**config.mk**
```make
export PLATFORM = sky130hd
export DESIGN_NAME = usb_rx_bitstep
export DESIGN_NICKNAME = d
export VERILOG_FILES = /design/src/rtl/usb_rx_bitstep.sv
export SDC_FILE = /design/constraint.sdc
export NUM_CORES = 1
export LEC_CHECK = 0
export BUFFER_PORTS_ARGS = -buffer_cell sky130_fd_sc_hd__buf_2
export CAP_MARGIN = 5
export CORE_MARGIN = 3
export CORE_UTILIZATION = 52
export CTS_CLUSTER_DIAMETER = 120
export CTS_CLUSTER_SIZE = 40
export DETAILED_ROUTE_END_ITERATION = 10
export PLACE_DENSITY = 0.74
export RECOVER_POWER = 50
export SLEW_MARGIN = 20
export SYNTH_ARGS = -nofsm -noshare
export SYNTH_HDL_FRONTEND = slang
export SYNTH_SLANG_ARGS = --single-unit
```
**constraint.sdc**
```tcl
create_clock -name clk -period 1.8 [get_ports clk]
set_clock_uncertainty 0.1 [all_clocks]
set_input_delay 0.18 -clock clk [delete_from_list [all_inputs] [get_ports clk]]
set_output_delay 0.18 -clock clk [all_outputs]
set_load 0.05 [all_outputs]
```
**src/rtl/usb_rx_bitstep.sv**
```systemverilog
module usb_rx_bitstep #(
  parameter int          BYTE_BITS = 8,
  parameter int          STUFF_RUN = 6,
  parameter logic [15:0] POLY16    = 16'h8005,
  parameter logic [4:0]  POLY5     = 5'h05
) (
  input  logic                 clk,
  input  logic                 rst_n,
  input  logic                 step,
  input  logic                 clear,
  input  logic                 crc5_sel,
  input  logic                 dp,
  input  logic                 dm,
  output logic [BYTE_BITS-1:0] data_o,
  output logic                 z_o,
  output logic                 c_o,
  output logic [15:0]          crc_o
);
  localparam int CNT_W = $clog2(BYTE_BITS);
  localparam int RUN_W = $clog2(STUFF_RUN + 1);
  localparam logic [CNT_W-1:0] LAST_BIT = CNT_W'(BYTE_BITS - 1);
  localparam logic [RUN_W-1:0] RUN_MAX  = RUN_W'(STUFF_RUN);

  logic                 prev_q;
  logic [RUN_W-1:0]     run_q;
  logic [CNT_W-1:0]     cnt_q;
  logic [BYTE_BITS-1:0] sr_q;
  logic [15:0]          crc_q;
  logic                 z_q, c_q;
  logic [15:0]          crc_n;

  wire se     = (dp == dm);
  wire bit_v  = (dp == prev_q);
  wire drop   = (run_q == RUN_MAX);
  wire active = step && !clear && !se;
  wire take   = active && !drop;

  always_comb begin
    if (crc5_sel)
      crc_n = {11'b0, crc_q[3:0], 1'b0} ^ ((bit_v ^ crc_q[4]) ? {11'b0, POLY5} : 16'h0);
    else
      crc_n = {crc_q[14:0], 1'b0} ^ ((bit_v ^ crc_q[15]) ? POLY16 : 16'h0);
  end

  always_ff @(posedge clk or negedge rst_n) begin
    if (!rst_n) begin
      prev_q <= 1'b1;
      run_q  <= '0;
      cnt_q  <= '0;
      sr_q   <= '0;
      crc_q  <= 16'hFFFF;
      z_q    <= 1'b0;
      c_q    <= 1'b0;
    end else if (clear) begin
      prev_q <= dp;
      run_q  <= '0;
      cnt_q  <= '0;
      sr_q   <= '0;
      crc_q  <= crc5_sel ? 16'h001F : 16'hFFFF;
      z_q    <= 1'b0;
      c_q    <= 1'b0;
    end else if (step) begin
      c_q <= se;
      z_q <= take && (cnt_q == LAST_BIT);
      if (active) begin
        prev_q <= dp;
        if (drop) begin
          run_q <= '0;
        end else begin
          run_q <= bit_v ? run_q + 1'b1 : '0;
          cnt_q <= (cnt_q == LAST_BIT) ? '0 : cnt_q + 1'b1;
          sr_q  <= {bit_v, sr_q[BYTE_BITS-1:1]};
          crc_q <= crc_n;
        end
      end
    end
  end

  assign data_o = sr_q;
  assign z_o    = z_q;
  assign c_o    = c_q;
  assign crc_o  = crc_q;
endmodule

```
==> tab_implementation.tex <==
\begin{tabular}{lr}
\hline
Metric & Value \\
\hline
\multicolumn{2}{l}{\textbf{Run status}} \\
Result of the run & finished, final reports clean \\
\multicolumn{2}{l}{\textbf{GRT}} \\
Total routing resource utilization after global routing & 0.1823 \\
Largest net degree at the start of global routing & 38 \\
Vias in the first global route & roughly 1100 \\
First-pass GRT wire length & between 4000 and 5000 um \\
Number of antenna violations at the first check in global routing & 0 \\
Residual overflow from global routing & 0 \\
\multicolumn{2}{l}{\textbf{Place}} \\
Placement-stage cell area & $\sim$1700 sq um \\
Global placement routability congestion & 0.7407 \\
Number of port buffers & 32 \\
Dpl hpwl & 1958 um \\
Setup Slack @ Placement & -0.05749 ns \\
\multicolumn{2}{l}{\textbf{Synthesis}} \\
Top post-synthesis cells by count & 31 x nand2\_1, 17 x dfstp\_2, 16 x dfrtp\_1 \\
Cell taking the most area after synthesis & dfstp\_2 \\
Synthesized instance count & 142 \\
Cell Area, Synth & 1490 sq um \\
Combinational family with the most area after synthesis & compound AO/OA/AOI/OAI gates \\
Most common cell in the netlist & nand2\_1 \\
Post-synthesis share of cell area spent on full adders, half adders and majority gates & 0.03359 \\
Cell types occupying the most area after synthesis & dfstp\_2 30\%, dfrtp\_1 27\%, nand2\_1 7.8\% \\
Count of flip-flops with a built-in enable after synthesis & 0 \\
Post-synth top area share & 0.2997 \\
Share of the yosys chip area belonging to registers & 0.5684 \\
Main flop type after synthesis & dfstp\_2 \\
Mux cell area share after synthesis & 0.01427 \\
Simple logic cell fraction of the synthesized area & 0.1201 \\
Post-synthesis compound-gate area fraction & 0.1898 \\
Flip-flop and latch count after synthesis & 33 \\
Post-synthesis share of cell area spent on xor and xnor gates & 0.02351 \\
Async S/R FF share, synth & 1.000 \\
Mean cell area of the mapped netlist & between 10 and 15 sq um \\
Distinct cell type count after synthesis & 30 \\
Number of nets produced by synthesis & 153 \\
Warnings from Yosys & 0 \\
\multicolumn{2}{l}{\textbf{Die}} \\
Die boundary height & 59.53 um \\
Core Region & 2590 sq um \\
Effective utilization at floorplan & 0.5754 \\
FP Rows & 18 \\
Die width & 59.53 um \\
Count of boundary I/O pins & 33 \\
Total die area & 3544 sq um \\
\multicolumn{2}{l}{\textbf{Routing}} \\
Number of antenna-violating nets in the routed design & 0 \\
Vias per Instance & 5.548 \\
Routed Wire Length & 2978 um \\
Pre-Repair DR Iteration Count & 4 \\
Violation count after the first detailed-routing iteration & 41 \\
DRC violations left & 0 \\
Routed length per placed instance & 14.18 um \\
Detailed-route via count & 1165 \\
\multicolumn{2}{l}{\textbf{Layout}} \\
\# diodes & 0 \\
Final core utilization & 0.6913 \\
Final net count & 190 \\
Relative area change from synthesis to final layout & 20.15\% \\
Final design area excluding fillers & around 1800 sq um \\
Ratio of cells with drive above 1 in the final layout & 0.3111 \\
\multicolumn{2}{l}{\textbf{Timing}} \\
Peak Freq & just over 0.6 GHz \\
Post-route worst setup slack & roughly 0.15 ns \\
Period Utilization, post-route & 0.9161 \\
Final-report hold violation count & 0 \\
Worst slew slack as a fraction of its limit & 0.4912 \\
Sum Neg Setup Slack & 0 ns \\
Final-report setup violation count & 0 \\
Slew at the pin closest to its max-slew limit & 0.7632 ns \\
Shortest clock period the worst path allows after layout & 1.649 ns \\
Unrepaired setup endpoints after global routing & no \\
Final-report max-slew violation count & 0 \\
\multicolumn{2}{l}{\textbf{Pwr}} \\
Leakage power of the design & 0.0007951 uW \\
Post-layout power & 1791 uW \\
Power density relative to cell area & between 1000 and 1500 nW/um\^{}2 \\
Max rail drop VDD & 0.7972 mV \\
\multicolumn{2}{l}{\textbf{Clocking}} \\
Max clock buf depth & 2 \\
Number of levels in the clock H-tree & 2 \\
Clock edge transition at the registers on the reported setup and hold paths & 0.10 ns \\
Clock tree from TritonCTS & done \\
Total CTS buffers & 5 \\
Root Buffer & clkbuf\_4 \\
Worst-Skew Late Latency & 0.32 ns \\
Count of clock tree sinks & 33 \\
\multicolumn{2}{l}{\textbf{Critical path}} \\
Capturing instance or port of the critical path & crc\_o[15]\$\_DFFE\_PN1P\_ \\
Worst setup path start & run\_q[0]\$\_DFFE\_PN0P\_ \\
WP data required & 1.95 ns \\
Worst reg2reg endpoint & crc\_o[15]\$\_DFFE\_PN1P\_ \\
Nature of the critical path endpoint & flop \\
CP startpoint kind & flop \\
Endpoint arrival time on the critical path & 1.80 ns \\
Crit Path Category & flop to flop \\
Reg2Reg Depth & 7 \\
R2R Setup Slk & 0.15 ns \\
Reg-to-reg startpoint & run\_q[0]\$\_DFFE\_PN0P\_ \\
Top fanout value on the critical path & 19 \\
\multicolumn{2}{l}{\textbf{Min path}} \\
Launch point of the worst hold path & step \\
Worst hold path class & input pin to flop \\
\multicolumn{2}{l}{\textbf{Flow run}} \\
Number of violations of the max-capacitance limit & 0 \\
\hline
\end{tabular}
-- flip-flops by register name, indices dropped and copies added, names as in the netlist --
name	count
c_o	1
cnt_q	3
crc_o	16
data_o	8
prev_q	1
run_q	3
z_o	1
-- logic make-up (layout without fill, tap and decap cells) --
kind of cell | Yosys count | in the layout
DFF | 33 | 33
buffers and inverters | 12 | 50
muxes | 2 | 2
and+or+nand+nor | 43 | 43
xor gates and xnor gates | 4 | 4
AOI/OAI and AO/OA | 44 | 44
adders and majority gates | 4 | 4
-- stage by stage --
stage               hold WS (ns)  instances
floorplan                -0.2156        142
global placement          0.1592        199
detailed placement        0.1665        199
CTS                      0.02711        208
global route             0.03081        210
finish                   0.04461        210
-- what timing repair did --
item,in CTS,in global routing
setup buffers,0,1
gates resized for setup,2,5
hold endpoints to repair,16,0
cloned,0,1
hold buffers,1,0
endpoints found under the setup margin,14,15
-- power breakdown --
part / switching (uW) / internal, uW / total, uW
Combinational: 263 / 103 / 366
Clock: 240 / 332 / 571
Sequential: 37.4 / 816 / 853
Total: 540 / 1250 / 1790
-- how the worst min path moves through the flow --
stage                     cells past startpoint  slack (ns)                   end
final                                         2        0.04       c_o$_DFFE_PN0P_
after global routing                          2        0.03       c_o$_DFFE_PN0P_
after CTS                                     2        0.03       c_o$_DFFE_PN0P_
after global placement                        1        0.16       c_o$_DFFE_PN0P_
after floorplan                               0       -0.22       c_o$_DFFE_PN0P_
after detailed placement                      1        0.17  run_q[1]$_DFFE_PN0P_
-- critical path: stages, from the launching register on --
cell and delay [ns]:
dfrtp_1 0.41, inv_1 0.06, ha_1 0.22, a21oi_2 0.15, and3_4 0.25, buf_12 0.15
a31oi_1 0.09, o22ai_1 0.15
-- layer usage --
layer,share of wire,up-vias,global-route usage
met1,0.45,563,0.2338
met5,0,-,0
met2,0.48,33,0.2917
li1,-,567,-
met4,0.0064,0,0.03797
met3,0.067,2,0.07407
-- layout make-up --
cell class | count | area (sq um)
Fill cell | 206 | 799.5
Multi-Input combinational cell | 97 | 578.1
Tap cell | 30 | 37.54
Clock buffer | 7 | 55.05
Sequential cell | 33 | 847.1
Timing Repair Buffer | 39 | 231.5
Inverter | 3 | 11.26
Clock inverter | 1 | 30.03
-- cell usage in the layout (no fill, tap or decap), drive strengths merged, types with 2 or more instances in the layout --
master	n
nor2	3
dfstp	17
nand2	31
o2bb2ai	10
a21oi	13
dfrtp	16
o21ai	12
a22o	2
ha	4
inv	3
buf	25
a31oi	2
nand3	4
clkbuf	20
xor2	3
Note: power is estimated with default switching activity, not from simulation.
